--- src/rtl/ilace_pkg.sv ---
package ilace_pkg;
  parameter int unsigned ILC_HW = 12;
  parameter int unsigned ILC_VW = 11;
  parameter int unsigned ILC_AW = 32;

  typedef struct packed {
    logic de;
    logic sync;
    logic field;
    logic start;
  } ilc_beat_t;
endpackage

--- src/rtl/ilace_hgen.sv ---
module ilace_hgen #(
  parameter int unsigned HW = 12
) (
  input  logic          clk,
  input  logic          rst,
  input  logic [HW-1:0] h_active,
  input  logic [HW-1:0] h_fp,
  input  logic [HW-1:0] h_sync,
  input  logic [HW-1:0] h_bp,
  output logic          line_end,
  output logic          line_start,
  output logic          pix_active,
  output logic          sync_active
);
  localparam int unsigned HCW = HW + 2;

  logic [HCW-1:0] hcnt;
  logic [HCW-1:0] htot;
  logic [HCW-1:0] sync_beg;
  logic [HCW-1:0] sync_end;

  always_comb begin
    htot     = {2'b00, h_active} + {2'b00, h_fp} + {2'b00, h_sync} + {2'b00, h_bp};
    sync_beg = {2'b00, h_active} + {2'b00, h_fp};
    sync_end = sync_beg + {2'b00, h_sync};
  end

  assign line_end    = (hcnt >= htot - HCW'(1));
  assign line_start  = (hcnt == '0);
  assign pix_active  = (hcnt < {2'b00, h_active});
  assign sync_active = (hcnt >= sync_beg) && (hcnt < sync_end);

  always_ff @(posedge clk) begin
    if (rst)           hcnt <= '0;
    else if (line_end) hcnt <= '0;
    else               hcnt <= hcnt + HCW'(1);
  end

  // the pixel counter returns to zero right after the last pixel of a line
  p_hcnt_wrap_r2: assert property (@(posedge clk) disable iff (rst)
    line_end |=> line_start);

  // the pixel counter otherwise advances by one
  p_hcnt_step_r2: assert property (@(posedge clk) disable iff (rst)
    !line_end |=> (hcnt == $past(hcnt) + HCW'(1)));
endmodule

--- src/rtl/ilace_vgen.sv ---
module ilace_vgen #(
  parameter int unsigned VW = 11
) (
  input  logic          clk,
  input  logic          rst,
  input  logic          line_end,
  input  logic [VW-1:0] v_active,
  input  logic [VW-1:0] v_fp,
  input  logic [VW-1:0] v_sync,
  input  logic [VW-1:0] v_bp,
  output logic          field,
  output logic          line_active,
  output logic          wrap,
  output logic          act_line_end
);
  localparam int unsigned VCW = VW + 2;

  logic [VCW-1:0] vcnt;
  logic [VCW-1:0] field_act;
  logic [VCW-1:0] blank_half;
  logic [VCW-1:0] period_len;
  logic           last_act;

  always_comb begin
    field_act  = {2'b00, v_active} >> 1;
    blank_half = ({2'b00, v_fp} + {2'b00, v_sync} + {2'b00, v_bp}) >> 1;
    // the flag already names the next field; flag 1 means the upper field just ended
    period_len = field_act + blank_half + {{(VCW-1){1'b0}}, field};
  end

  assign line_active  = (vcnt < field_act);
  assign last_act     = (vcnt == field_act - VCW'(1));
  assign wrap         = line_end && (vcnt >= period_len - VCW'(1));
  assign act_line_end = line_end && line_active;

  always_ff @(posedge clk) begin
    if (rst) begin
      vcnt  <= '0;
      field <= 1'b0;
    end else if (line_end) begin
      vcnt <= wrap ? '0 : vcnt + VCW'(1);
      if (last_act) field <= ~field;
    end
  end

  // the flag flips when the first blanking line after the active lines begins
  p_field_flip_r6: assert property (@(posedge clk) disable iff (rst)
    (line_end && last_act) |=> (field != $past(field)));

  // the flag holds at every other edge
  p_field_hold_r6: assert property (@(posedge clk) disable iff (rst)
    !(line_end && last_act) |=> $stable(field));

  // a field period ends only inside its blanking stretch
  p_wrap_blank_r7: assert property (@(posedge clk) disable iff (rst)
    wrap |-> !line_active);
endmodule

--- src/rtl/ilace_addr.sv ---
module ilace_addr #(
  parameter int unsigned AW = 32
) (
  input  logic          clk,
  input  logic          rst,
  input  logic [AW-1:0] fb_base,
  input  logic [AW-1:0] fb_stride,
  input  logic          field,
  input  logic          wrap,
  input  logic          act_line_end,
  output logic [AW-1:0] line_addr
);
  logic [AW-1:0] stride2;
  logic [AW-1:0] start_addr;

  assign stride2    = {fb_stride[AW-2:0], 1'b0};
  assign start_addr = field ? (fb_base + fb_stride) : fb_base;

  always_ff @(posedge clk) begin
    if (rst)               line_addr <= fb_base;
    else if (wrap)         line_addr <= start_addr;
    else if (act_line_end) line_addr <= line_addr + stride2;
  end

  // the line address moves only at a field start or after an active line
  p_addr_hold_r9: assert property (@(posedge clk) disable iff (rst)
    !(wrap || act_line_end) |=> $stable(line_addr));
endmodule

--- src/rtl/ilace_raster_gen.sv ---
module ilace_raster_gen
  import ilace_pkg::*;
#(
  parameter int unsigned HW = ILC_HW,
  parameter int unsigned VW = ILC_VW,
  parameter int unsigned AW = ILC_AW
) (
  input  logic          clk,
  input  logic          rst,
  input  logic [HW-1:0] h_active,
  input  logic [HW-1:0] h_fp,
  input  logic [HW-1:0] h_sync,
  input  logic [HW-1:0] h_bp,
  input  logic [VW-1:0] v_active,
  input  logic [VW-1:0] v_fp,
  input  logic [VW-1:0] v_sync,
  input  logic [VW-1:0] v_bp,
  input  logic          hsync_inv,
  input  logic [AW-1:0] fb_base,
  input  logic [AW-1:0] fb_stride,
  output logic          hsync_o,
  output logic          de_o,
  output logic          field_o,
  output logic          addr_valid_o,
  output logic [AW-1:0] addr_o
);
  logic          line_end, line_start, pix_active, sync_active;
  logic          field, line_active, wrap, act_line_end;
  logic [AW-1:0] line_addr;
  ilc_beat_t     beat;

  ilace_hgen #(.HW(HW)) u_hgen (
    .clk        (clk),
    .rst        (rst),
    .h_active   (h_active),
    .h_fp       (h_fp),
    .h_sync     (h_sync),
    .h_bp       (h_bp),
    .line_end   (line_end),
    .line_start (line_start),
    .pix_active (pix_active),
    .sync_active(sync_active)
  );

  ilace_vgen #(.VW(VW)) u_vgen (
    .clk         (clk),
    .rst         (rst),
    .line_end    (line_end),
    .v_active    (v_active),
    .v_fp        (v_fp),
    .v_sync      (v_sync),
    .v_bp        (v_bp),
    .field       (field),
    .line_active (line_active),
    .wrap        (wrap),
    .act_line_end(act_line_end)
  );

  ilace_addr #(.AW(AW)) u_addr (
    .clk         (clk),
    .rst         (rst),
    .fb_base     (fb_base),
    .fb_stride   (fb_stride),
    .field       (field),
    .wrap        (wrap),
    .act_line_end(act_line_end),
    .line_addr   (line_addr)
  );

  always_comb begin
    beat.de    = line_active && pix_active;
    beat.sync  = sync_active;
    beat.field = field;
    beat.start = line_active && line_start;
  end

  always_ff @(posedge clk) begin
    if (rst) begin
      hsync_o      <= hsync_inv;
      de_o         <= 1'b0;
      field_o      <= 1'b0;
      addr_valid_o <= 1'b0;
      addr_o       <= '0;
    end else begin
      hsync_o      <= beat.sync ^ hsync_inv;
      de_o         <= beat.de;
      field_o      <= beat.field;
      addr_valid_o <= beat.start;
      addr_o       <= line_addr;
    end
  end

  // the address strobe marks the first enabled pixel of a line
  p_valid_first_px_r8: assert property (@(posedge clk) disable iff (rst)
    addr_valid_o |-> (de_o && !$past(de_o)));

  // data enable never overlaps horizontal sync
  p_de_no_sync_r4: assert property (@(posedge clk) disable iff (rst)
    de_o |-> (hsync_o == hsync_inv));
endmodule

--- config.mk ---
export PLATFORM = sky130hd
export DESIGN_NAME = ilace_raster_gen
export DESIGN_NICKNAME = d
export VERILOG_FILES = /design/src/rtl/ilace_pkg.sv /design/src/rtl/ilace_hgen.sv /design/src/rtl/ilace_vgen.sv /design/src/rtl/ilace_addr.sv /design/src/rtl/ilace_raster_gen.sv
export SDC_FILE = /design/constraint.sdc
export NUM_CORES = 1
export LEC_CHECK = 0
export BUFFER_PORTS_ARGS = -buffer_cell sky130_fd_sc_hd__buf_2
export CORE_UTILIZATION = 54
export DETAILED_ROUTE_END_ITERATION = 10
export MAX_ROUTING_LAYER = met4
export PLACE_DENSITY = 0.76
export SETUP_SLACK_MARGIN = 0.5
export SYNTH_ARGS = -nofsm -noshare
export SYNTH_HDL_FRONTEND = slang
export SYNTH_HIERARCHICAL = 1
export SYNTH_SLANG_ARGS = --single-unit
--- constraint.sdc ---
create_clock -name clk -period 7 [get_ports clk]
set_input_delay 1.05 -clock clk [delete_from_list [all_inputs] [get_ports clk]]
set_output_delay 1.05 -clock clk [all_outputs]
set_load 0.02 [all_outputs]
; ---- Word level (Yosys, flattened, before mapping)
; Index checks and enable logic that the tools add are counted.
[word_totals]
regBits = 96
inputBits = 159
output_inout_bits = 36
wordCells = 47
[classes]
addsub = 14
magnitude_cmp = 6
eq_ne = 1
n_mux = 6
bitwise = 2
n_reduce_logical = 9
[op_table]
columns = operator, n
row1 = two-way mux 32 bit, 4
row2 = adder 32 bit, 2
row3 = greater-or-equal comparator 14 bit, 2
row4 = adder 13 x 12 -> 14 bit, 1
row5 = "adder 14 x 1 -> 14 bit, second input constant", 1
row6 = adder 14 x 12 -> 14 bit, 1
row7 = zero test 14 bit, 1
row8 = < comparator 14 x 12 -> 1 bit, 1
row9 = < comparator 14 bit, 1
row10 = "subtractor 14 x 1 -> 14 bit, second input constant", 1
row11 = adder 10 x 12 -> 13 bit, 1
row12 = adder 12 x 12 -> 13 bit, 1
row13 = adder 13 x 1 -> 13 bit, 1
row14 = "adder 13 x 1 -> 13 bit, second input constant", 1
row15 = adder 13 x 11 -> 13 bit, 1
row16 = == test 13 bit, 1
row17 = greater-or-equal comparator 13 bit, 1
row18 = < comparator 13 x 10 -> 1 bit, 1
row19 = two-way mux 13 bit, 1
row20 = "subtractor 13 x 1 -> 13 bit, second input constant", 1
row21 = adder 11 x 11 -> 12 bit, 1
row22 = "subtractor 10 x 1 -> 11 bit, second input constant", 1
row23 = logical AND 1 bit, 5
row24 = nonzero test 3 bit, 1
row25 = other kinds (5), 5

; ---- Longest topological paths before layout
; Gate-level depths: netlist of run 1.
[logic_depth]
ltp_word = 9
ltp_mapped = 37
ltp_nobuf = 36

; ---- Hierarchy
; Netlist of run 1, hierarchy kept.
[modules_own_cells]
columns = module, instances, cells_each, area_per_inst_um2, seq_area_each_um2
row1 = ilace_addr, 1, 623, 4923.5, 960.9
row2 = ilace_hgen, 1, 463, 3628.5, 280.3
row3 = ilace_vgen, 1, 348, 2820.2, 280.3
row4 = ilace_raster_gen, 1, 76, 974.7, 720.7

; ---- Least setup slack after synthesis of run 1
; Ideal clock, no wire load.
[synth_path]
path_type = input port to flip-flop
startpoint = in h_active[0]
endpoint = reg u_addr.line_addr[10] (enable)
setup_ns = 0.389
arrival_ns = 7.283
required_time_ns = 6.611
setup_slack_ns = -0.672
stages = 33
n_path_buf = 1
cell_sequence = ha_1 > inv_1 > fa_1 > nor2b_1 > o21ai_1 > a21boi_2 > o21ai_0 > nand2b_1 > xor2_1 > ha_1 > or2_1 > o31a_1 > a31o_1 > a21oi_2 > xnor2_1 > xnor2_1 > ha_1 > a21o_1 > a21oi_1 > nand2_1 > o21a_1 > a31oi_1 > xor2_1 > xnor2_1 > ha_1 > nand2_1 > nor4_1 > a211oi_1 > nand2_1 > inv_1 > nor2_1 > clkbuf_1 > or3_1
[synth_via]
elab_chain_len = 7
word_cells_on_any_way = 8
classes_between = add/sub (4) / order compare (1) / reduce/logical (3)
[synth_rtl]
columns = element, line
row1 = start: declaration, ilace_raster_gen.sv:10  ; input logic [HW-1:0] h_active,
row2 = adder 12 x 12 -> 13 bit, ilace_hgen.sv:23  ; htot = {2'b00, h_active} + {2'b00, h_fp} + {2'b00, h_sync} + {2'b00, h_bp};
row3 = adder 13 x 12 -> 14 bit, ilace_hgen.sv:23
row4 = adder 14 x 12 -> 14 bit, ilace_hgen.sv:23
row5 = subtractor 14 x 1 -> 14 bit, ilace_hgen.sv:28  ; assign line_end = (hcnt >= htot - HCW'(1));
row6 = greater-or-equal comparator 14 bit, ilace_hgen.sv:28
row7 = via line_end, ilace_raster_gen.sv:27  ; logic line_end, line_start, pix_active, sync_active;
row8 = logical AND 1 bit, ilace_vgen.sv:33  ; assign wrap = line_end && (vcnt >= period_len - VCW'(1));
row9 = via wrap, ilace_raster_gen.sv:28  ; logic field, line_active, wrap, act_line_end;
row10 = nonzero test 3 bit (no source line), -
row11 = end signal: assignment, ilace_addr.sv:20  ; if (rst) line_addr <= fb_base;
row12 = end signal: assignment, ilace_addr.sv:21  ; else if (wrap) line_addr <= start_addr;
row13 = end signal: assignment, ilace_addr.sv:22  ; else if (act_line_end) line_addr <= line_addr + stride2;
row14 = end: declaration, ilace_addr.sv:11  ; output logic [AW-1:0] line_addr
; The timed path passes the listed nets, and every way through them passes these cells.
; A chain may end at the register's enable or synchronous reset.

; ---- Worst setup path in the final report of run 1
[layout_path]
startpoint = in h_fp[0]
endpoint = reg u_addr.line_addr[8] (enable)
[layout_via]
elab_chain_len = 7
word_cells_on_any_way = 8
classes_between = add/sub (4) / order compare (1) / reduce/logical (3)
[layout_rtl]
columns = element, line
row1 = start: declaration, ilace_raster_gen.sv:11  ; input logic [HW-1:0] h_fp,
row2 = adder 12 x 12 -> 13 bit, ilace_hgen.sv:23
row3 = adder 13 x 12 -> 14 bit, ilace_hgen.sv:23
row4 = adder 14 x 12 -> 14 bit, ilace_hgen.sv:23
row5 = subtractor 14 x 1 -> 14 bit, ilace_hgen.sv:28
row6 = greater-or-equal comparator 14 bit, ilace_hgen.sv:28
row7 = via line_end, ilace_raster_gen.sv:27
row8 = logical AND 1 bit, ilace_vgen.sv:34  ; assign act_line_end = line_end && line_active;
row9 = via act_line_end, ilace_raster_gen.sv:28
row10 = nonzero test 3 bit (no source line), -
; The timed path passes the listed nets, and every way through them passes these cells.

==> results of run 1 <==
flip-flops by register name, summed over array words and instances (netlist names):
register and flops:
u_hgen/hcnt 14, addr_o 32, addr_valid_o 1, hsync_o 1, u_addr/line_addr 32, field_o 1, u_vgen/field 1, de_o 1
u_vgen/vcnt 13
metal layers:
metal | routed length [um] | up-vias | share of wire (%) | global-route usage, %
met5 | 0 | - | 0 | -
met4 | 1093 | 0 | 3.0 | 10.49
met3 | 1980 | 89 | 5.4 | 3.204
met2 | 17760 | 438 | 49 | 53.77
met1 | 15520 | 5839 | 43 | 36.81
li1 | - | 6100 | - | -
cell usage after synthesis, types with 11 or more instances:
cell type  instances  share of area [%]
inv_1            140                4.3
a211oi_1          20                1.2
nand4_1           31                1.6
nand2b_1          24                1.2
a21o_1            55                3.3
nor2_1           120                3.6
a31oi_1           15               0.76
o21ai_0           63                2.6
or3_1             11               0.56
a21oi_1          102                4.1
dfxtp_1           64                 10
o21bai_1          17                1.0
fa_1              17                2.8
xor2_1            56                4.0
o21a_1            15               0.91
o211ai_1          21                1.3
clkbuf_1          25               0.76
nand3_1           30                1.2
nor2b_1           45                2.3
o21ai_1           15               0.61
xnor2_1           81                5.7
nor3_1            26                1.1
ha_1             214                 22
nand2_1           87                2.6
edfxtp_1          32                7.8
a22oi_1           14               0.85
power by group through the flow:
| stage | registers, mW | clock network (mW) | logic [mW] |
|---|---|---|---|
| 2_1_floorplan | 0.682 | 0 | 1.68 |
| 3_3_place_gp | 0.669 | 0 | 2.31 |
| 3_5_place_dp | 0.670 | 0 | 2.36 |
| 4_1_cts | 0.657 | 0.510 | 2.44 |
| 5_1_grt | 0.661 | 0.531 | 2.84 |
| 6_report | 0.658 | 0.501 | 2.54 |
cells in the final DEF, fill, tap and decap left out, drive strengths merged, types with 22 or more instances in the layout:
master / instances
a21oi: 107
xor2: 56
nand2b: 24
nor3: 26
dfxtp: 64
a21o: 56
xnor2: 81
a211oi: 22
o21ai: 78
ha: 214
nor2b: 45
edfxtp: 32
nand4: 31
nand3: 31
o211ai: 24
buf: 310
nor2: 120
inv: 142
nand2: 89
how the worst max path moves through the flow:
stage | from | endpoint | slack, ps | cells after the start
after global placement | h_active[0] | u_addr/line_addr[8] | -270 | 37
final | h_fp[0] | u_addr/line_addr[8] | 90 | 36
after global routing | h_fp[0] | u_vgen/field | -310 | 36
after detailed placement | h_active[0] | u_addr/line_addr[16] | -430 | 38
after CTS | h_fp[0] | u_addr/line_addr[30] | 150 | 36
after floorplan | h_active[0] | u_addr/line_addr[25] | 50 | 37
through the flow:
| stage | hold WS, ps | util [%] | worst slack, ps | std cells |
|---|---|---|---|---|
| detailed placement | 474.6 | 64.81 | -433.8 | 2035 |
| floorplan | 428.5 | - | 49.08 | 1510 |
| CTS | 491.8 | 67.83 | 145.8 | 2066 |
| finish | 484.9 | 70.17 | 87.09 | 2091 |
| global route | 525.3 | 70.17 | -312.0 | 2091 |
| global placement | 468.6 | 64.81 | -270.2 | 2035 |
cells by family after synthesis:
family | synth area share (%)
adders and majority gates | 24.53
xor gates and xnor gates | 9.718
and+or+nand+nor | 17.62
buffers and inverters | 5.482
muxes | 0.9222
AOI/OAI and AO/OA | 23.56
DFF | 18.16
final cells by class:
| cell class | count | area share (%) |
|---|---|---|
| well taps | 280 | 2.260 |
| flip-flops and latches | 96 | 14.46 |
| multi-input cells | 1243 | 64.08 |
| diodes | 2 | 0.03228 |
| clock buffers | 12 | 1.663 |
| clock inverters | 4 | 0.2341 |
| repair buffers | 312 | 13.76 |
| inverters | 142 | 3.503 |
timing repair:
| action | in CTS | in global routing |
|---|---|---|
| resized for setup | 58 | 69 |
| setup endpoints to repair | 77 | 92 |
| pin swaps | 37 | 55 |
| gates cloned | 2 | 5 |
| buffers inserted | 13 | 18 |
==> results.sh, run 1 <==
export IMPL_postSynthNetCount=1900
export IMPL_fin_nets=2194
export IMPL_hold_class="reg -> reg"
export IMPL_final_setup_tns_ps=0
export IMPL_vias=12466
export IMPL_drt_pass1_iterations=6
export IMPL_r2r_cells=21
export IMPL_crit_fanout=13
export IMPL_drive_gt1_share_pct=24.49
export IMPL_num_io_pins=195
export IMPL_total_leakage_power_nw=7.450
export IMPL_routabilityCongestion=0.9778
export IMPL_synth_edf_count=32
export IMPL_holdBufCountCts=0
export IMPL_worstHoldStart="u_addr/line_addr[0]"
export IMPL_fin_crit_ps=6913
export IMPL_setup_viol=0
export IMPL_cts_tree="done"
export IMPL_finalPower_mw=3.701
export IMPL_critPathMaxStageDelay_ps=450
export IMPL_path_buf_inv=7
export IMPL_clkPwrFrac_pct=13.5
export IMPL_die_area_um2=23470
export IMPL_initial_core_util_pct=55.88
export IMPL_clk_latency_ps=360
export IMPL_clock_sinks=96
export IMPL_ir_worst_vdd_mv=0.1373
export IMPL_grt_usage_pct=30.81
export IMPL_clk_pin_slew_ps=80
export IMPL_cp_end_kind="register"
export IMPL_sw_frac_of_total_pct=43.45
export IMPL_syn_avg_cell_area_um2=8.177
export IMPL_fin_skew_ps=16.70
export IMPL_min_to="addr_o[0]"
export IMPL_grt_overflow=0
export IMPL_ys_dominant_reg_cell="dfxtp_1"
export IMPL_p_switching_mw=1.608
export IMPL_design_area_um2=15500
export IMPL_detail_route_wl_per_cell_um=17.39
export IMPL_ff_latch_area_um2=2242
export IMPL_reg2reg_slack_ps=1840
export IMPL_postSynth_asyncResetShare_pct=0
export IMPL_rr_endpoint="u_addr/line_addr[25]"
export IMPL_critPathSlowestCell="or3_4"
export IMPL_hold_violations=0
export IMPL_antenna_found_initial=2
export IMPL_grt_max_degree=63
export IMPL_p_int_mw=2.093
export IMPL_first_iter_violations=900
export IMPL_maxCapViolCount=0
export IMPL_clock_path_buffers=2
export IMPL_worstSetupPathType="in -> reg"
export IMPL_syn_inst=1510
export IMPL_rsz0062_at_grt="yes"
export IMPL_relSlewSlack_pct=45.68
export IMPL_cts_buffers=9
export IMPL_p_per_area_nw_per_um2=238.7
export IMPL_cts_max_level=3
export IMPL_drt_total_wl_um=36350
export IMPL_dpl_hpwl_um=28400
export IMPL_timing_rr_start="u_vgen/field"
export IMPL_hold_depth=1
export IMPL_drv_slew=0
export IMPL_area_delta_synth_final_pct=25.56
export IMPL_routed_via_density=5.962
export IMPL_status="finished, final reports clean"
export IMPL_cp_top_family="compound AO/OA/AOI/OAI gates"
export IMPL_netlist_area_um2=12350
export IMPL_combPwrFrac_pct=68.7
export IMPL_min_period_over_period_pct=98.76
export IMPL_post_dp_cell_area_um2=14320
export IMPL_rows=54
export IMPL_port_buffers=193
export IMPL_ys_warn_count=6
export IMPL_grt_pass1_vias=11954
export IMPL_drc=0
export IMPL_core_um2=22090
export IMPL_synth_ff_latch_count=96
export IMPL_ys_seq_area_share_pct=18.16
export IMPL_clock_fmax_mhz=144.7
export IMPL_multiInputGateArea_um2=9935
export IMPL_sequentialPowerShare_pct=17.8
export IMPL_die_y_um=153.2
export IMPL_cts_root_buf="clkbuf_16"
export IMPL_nFillCells=1825
export IMPL_antenna_left=0
export IMPL_cp_arrival_ps=7020
export IMPL_cp_required_ps=7110
export IMPL_die_w_um=153.2
export IMPL_grt_pass1_wl_um=56860
export IMPL_synth_distinct_cells=89
export IMPL_worst_pin_slew_ps=814.8
export IMPL_startpoint_type="input port"
No activity file was read; power rests on OpenSTA's default activity.
==> run 2: changes to the inputs <==
Settings changed: CORE_ASPECT_RATIO from default to 1.1.
==> run 2 against run 1 <==
First-iteration DRC count down 24%. Via count down 0.18%. Register-to-register slack better by 30 ps. Cell area up 0.23%. Critical path type unchanged. Critical path depth down 4. Sequential cell count unchanged. Wire length down 1.5%. Clock-buffer cell count down 3. Critical endpoint is now u_addr/line_addr[30]. Worst setup slack better by 39 ps. Final cell count up 1.1%. Global-route usage up 0.12 points. Fmax up 0.57%.
==> results.sh, run 2 (synthesis gave the netlist of run 1 again) <==
export IMPL_clock_sinks=96
export IMPL_clkPwrFrac_pct=13.3
export IMPL_sw_frac_of_total_pct=43.78
export IMPL_clock_fmax_mhz=145.5
export IMPL_total_leakage_power_nw=7.481
export IMPL_multiInputGateArea_um2=9926
export IMPL_p_per_area_nw_per_um2=242.2
export IMPL_rsz0062_at_grt="yes"
export IMPL_reg2reg_slack_ps=1870
export IMPL_drt_total_wl_um=35820
export IMPL_final_cell_mix="212 x ha_1, 191 x buf_2, 136 x inv_1, 106 x nor2_1, 94 x a21oi_1"
export IMPL_clk_latency_ps=360
export IMPL_grt_overflow=0
export IMPL_clock_path_buffers=2
export IMPL_fin_hold_ws_ps=493.3
export IMPL_cp_arrival_ps=7100
export IMPL_grt_usage_pct=30.93
export IMPL_crit_fanout=6
export IMPL_grt_pass1_wl_um=57390
export IMPL_cts_max_level=3
export IMPL_routed_via_density=5.884
export IMPL_antenna_left=0
export IMPL_p_int_mw=2.116
export IMPL_hold_class="reg -> reg"
export IMPL_die_area_um2=23470
export IMPL_largestRegisters="addr_o: 32 flops, u_addr/line_addr: 32 flops, u_hgen/hcnt: 14 flops"
export IMPL_maxCapViolCount=0
export IMPL_rows=57
export IMPL_fin_crit_ps=6874
export IMPL_cts_buffers=9
export IMPL_cts_tree="done"
export IMPL_cts_root_buf="clkbuf_16"
export IMPL_worstSetupPathType="in -> reg"
export IMPL_cp_end_kind="register"
export IMPL_critPathMaxStageDelay_ps=380
export IMPL_cp_common_cell="ha_1"
export IMPL_detail_route_wl_per_cell_um=16.94
export IMPL_finalPower_mw=3.763
export IMPL_stdcell_count=2115
export IMPL_clk_pin_slew_ps=80
export IMPL_holdBufCountCts=0
export IMPL_port_buffers=193
export IMPL_first_iter_violations=684
export IMPL_layout_commonest_cell="ha_1"
export IMPL_relSlewSlack_pct=47.54
export IMPL_drv_slew=0
export IMPL_cp_required_ps=7220
export IMPL_startpoint_type="input port"
export IMPL_combPwrFrac_pct=69.2
export IMPL_ff_latch_area_um2=2242
export IMPL_vias=12444
export IMPL_sequentialPowerShare_pct=17.4
export IMPL_status="finished, final reports clean"
export IMPL_final_setup_tns_ps=0
export IMPL_drt_pass1_iterations=6
export IMPL_area_delta_synth_final_pct=25.84
export IMPL_p_switching_mw=1.647
export IMPL_antenna_found_initial=3
export IMPL_die_w_um=146.2
export IMPL_drc=0
export IMPL_nFillCells=1853
export IMPL_fin_skew_ps=11.95
export IMPL_ir_worst_vdd_mv=0.1608
export IMPL_post_route_util_pct=69.83
export IMPL_hold_violations=0
export IMPL_critPathSlowestCell="or3_1"
export IMPL_grt_max_degree=63
export IMPL_dpl_hpwl_um=28380
export IMPL_grt_pass1_vias=12177
export IMPL_routabilityCongestion=0.9698
export IMPL_worst_pin_slew_ps=786.9
export IMPL_setup_viol=0
export IMPL_dp_cells=2055
export IMPL_min_period_over_period_pct=98.20
export IMPL_die_y_um=160.6
export IMPL_fin_nets=2202
export IMPL_num_io_pins=195
export IMPL_drive_gt1_share_pct=24.77
export IMPL_initial_core_util_pct=55.49
export IMPL_core_um2=22250
[run 2: cell type report]
cell class | instances | share of cell area, %
antenna | 3 | 0.04832
clock buffer | 9 | 1.450
clock inverter | 7 | 0.4671
inverter | 142 | 3.511
multi-input combinational | 1241 | 63.88
sequential | 96 | 14.43
tap | 295 | 2.376
timing repair buffer | 322 | 13.83
[run 2: worst max-delay path: cells and delay by family]
| kind | cells | cell delay (ps) |
|---|---|---|
| compound gates | 12 | 2390 |
| simple gates | 7 | 1230 |
| fa+ha+maj | 4 | 1220 |
| buf+inv | 6 | 690 |
| xor+xnor | 3 | 530 |
[run 2: repair_timing]
item                       4_1_cts  5_1_grt
setup endpoints to repair       75       92
hold endpoints to repair         0        0
setup buffers                   22       16
resized for setup               28       96
cloned                           0        3
pin swaps                       33       36
[run 2: power groups by stage]
stage | Clock (mW) | Sequential [mW] | Combinational, mW
after CTS | 0.509 | 0.657 | 2.47
after global placement | 0 | 0.668 | 2.31
after floorplan | 0 | 0.682 | 1.68
final | 0.502 | 0.656 | 2.60
after global routing | 0.531 | 0.662 | 2.91
after detailed placement | 0 | 0.669 | 2.37
[run 2: per-layer routing]
metal	GRT usage, %	wire length [um]	up-vias
li1	-	-	6105
met1	35.51	15010	5824
met2	55.06	17640	431
met3	3.466	1909	84
met4	11.65	1253	0
met5	-	0	-
[run 2: metrics by stage]
stage / setup slack (ps) / instance area (um2)
after floorplan: 49.08 / 12510
after global placement: -220.8 / 14360
after detailed placement: -375.0 / 14360
after CTS: 161.5 / 14960
after global routing: -175.1 / 15540
final: 126.1 / 15540
[run 2: final timing paths]
kind | from | end | depth (start not counted)
worst min-delay path | u_addr/line_addr[3] | addr_o[3] | 1
worst max register to register | u_vgen/field | u_addr/line_addr[30] | 19
worst min register to register | u_addr/line_addr[3] | addr_o[3] | 1
worst max-delay path | h_active[1] | u_addr/line_addr[30] | 32
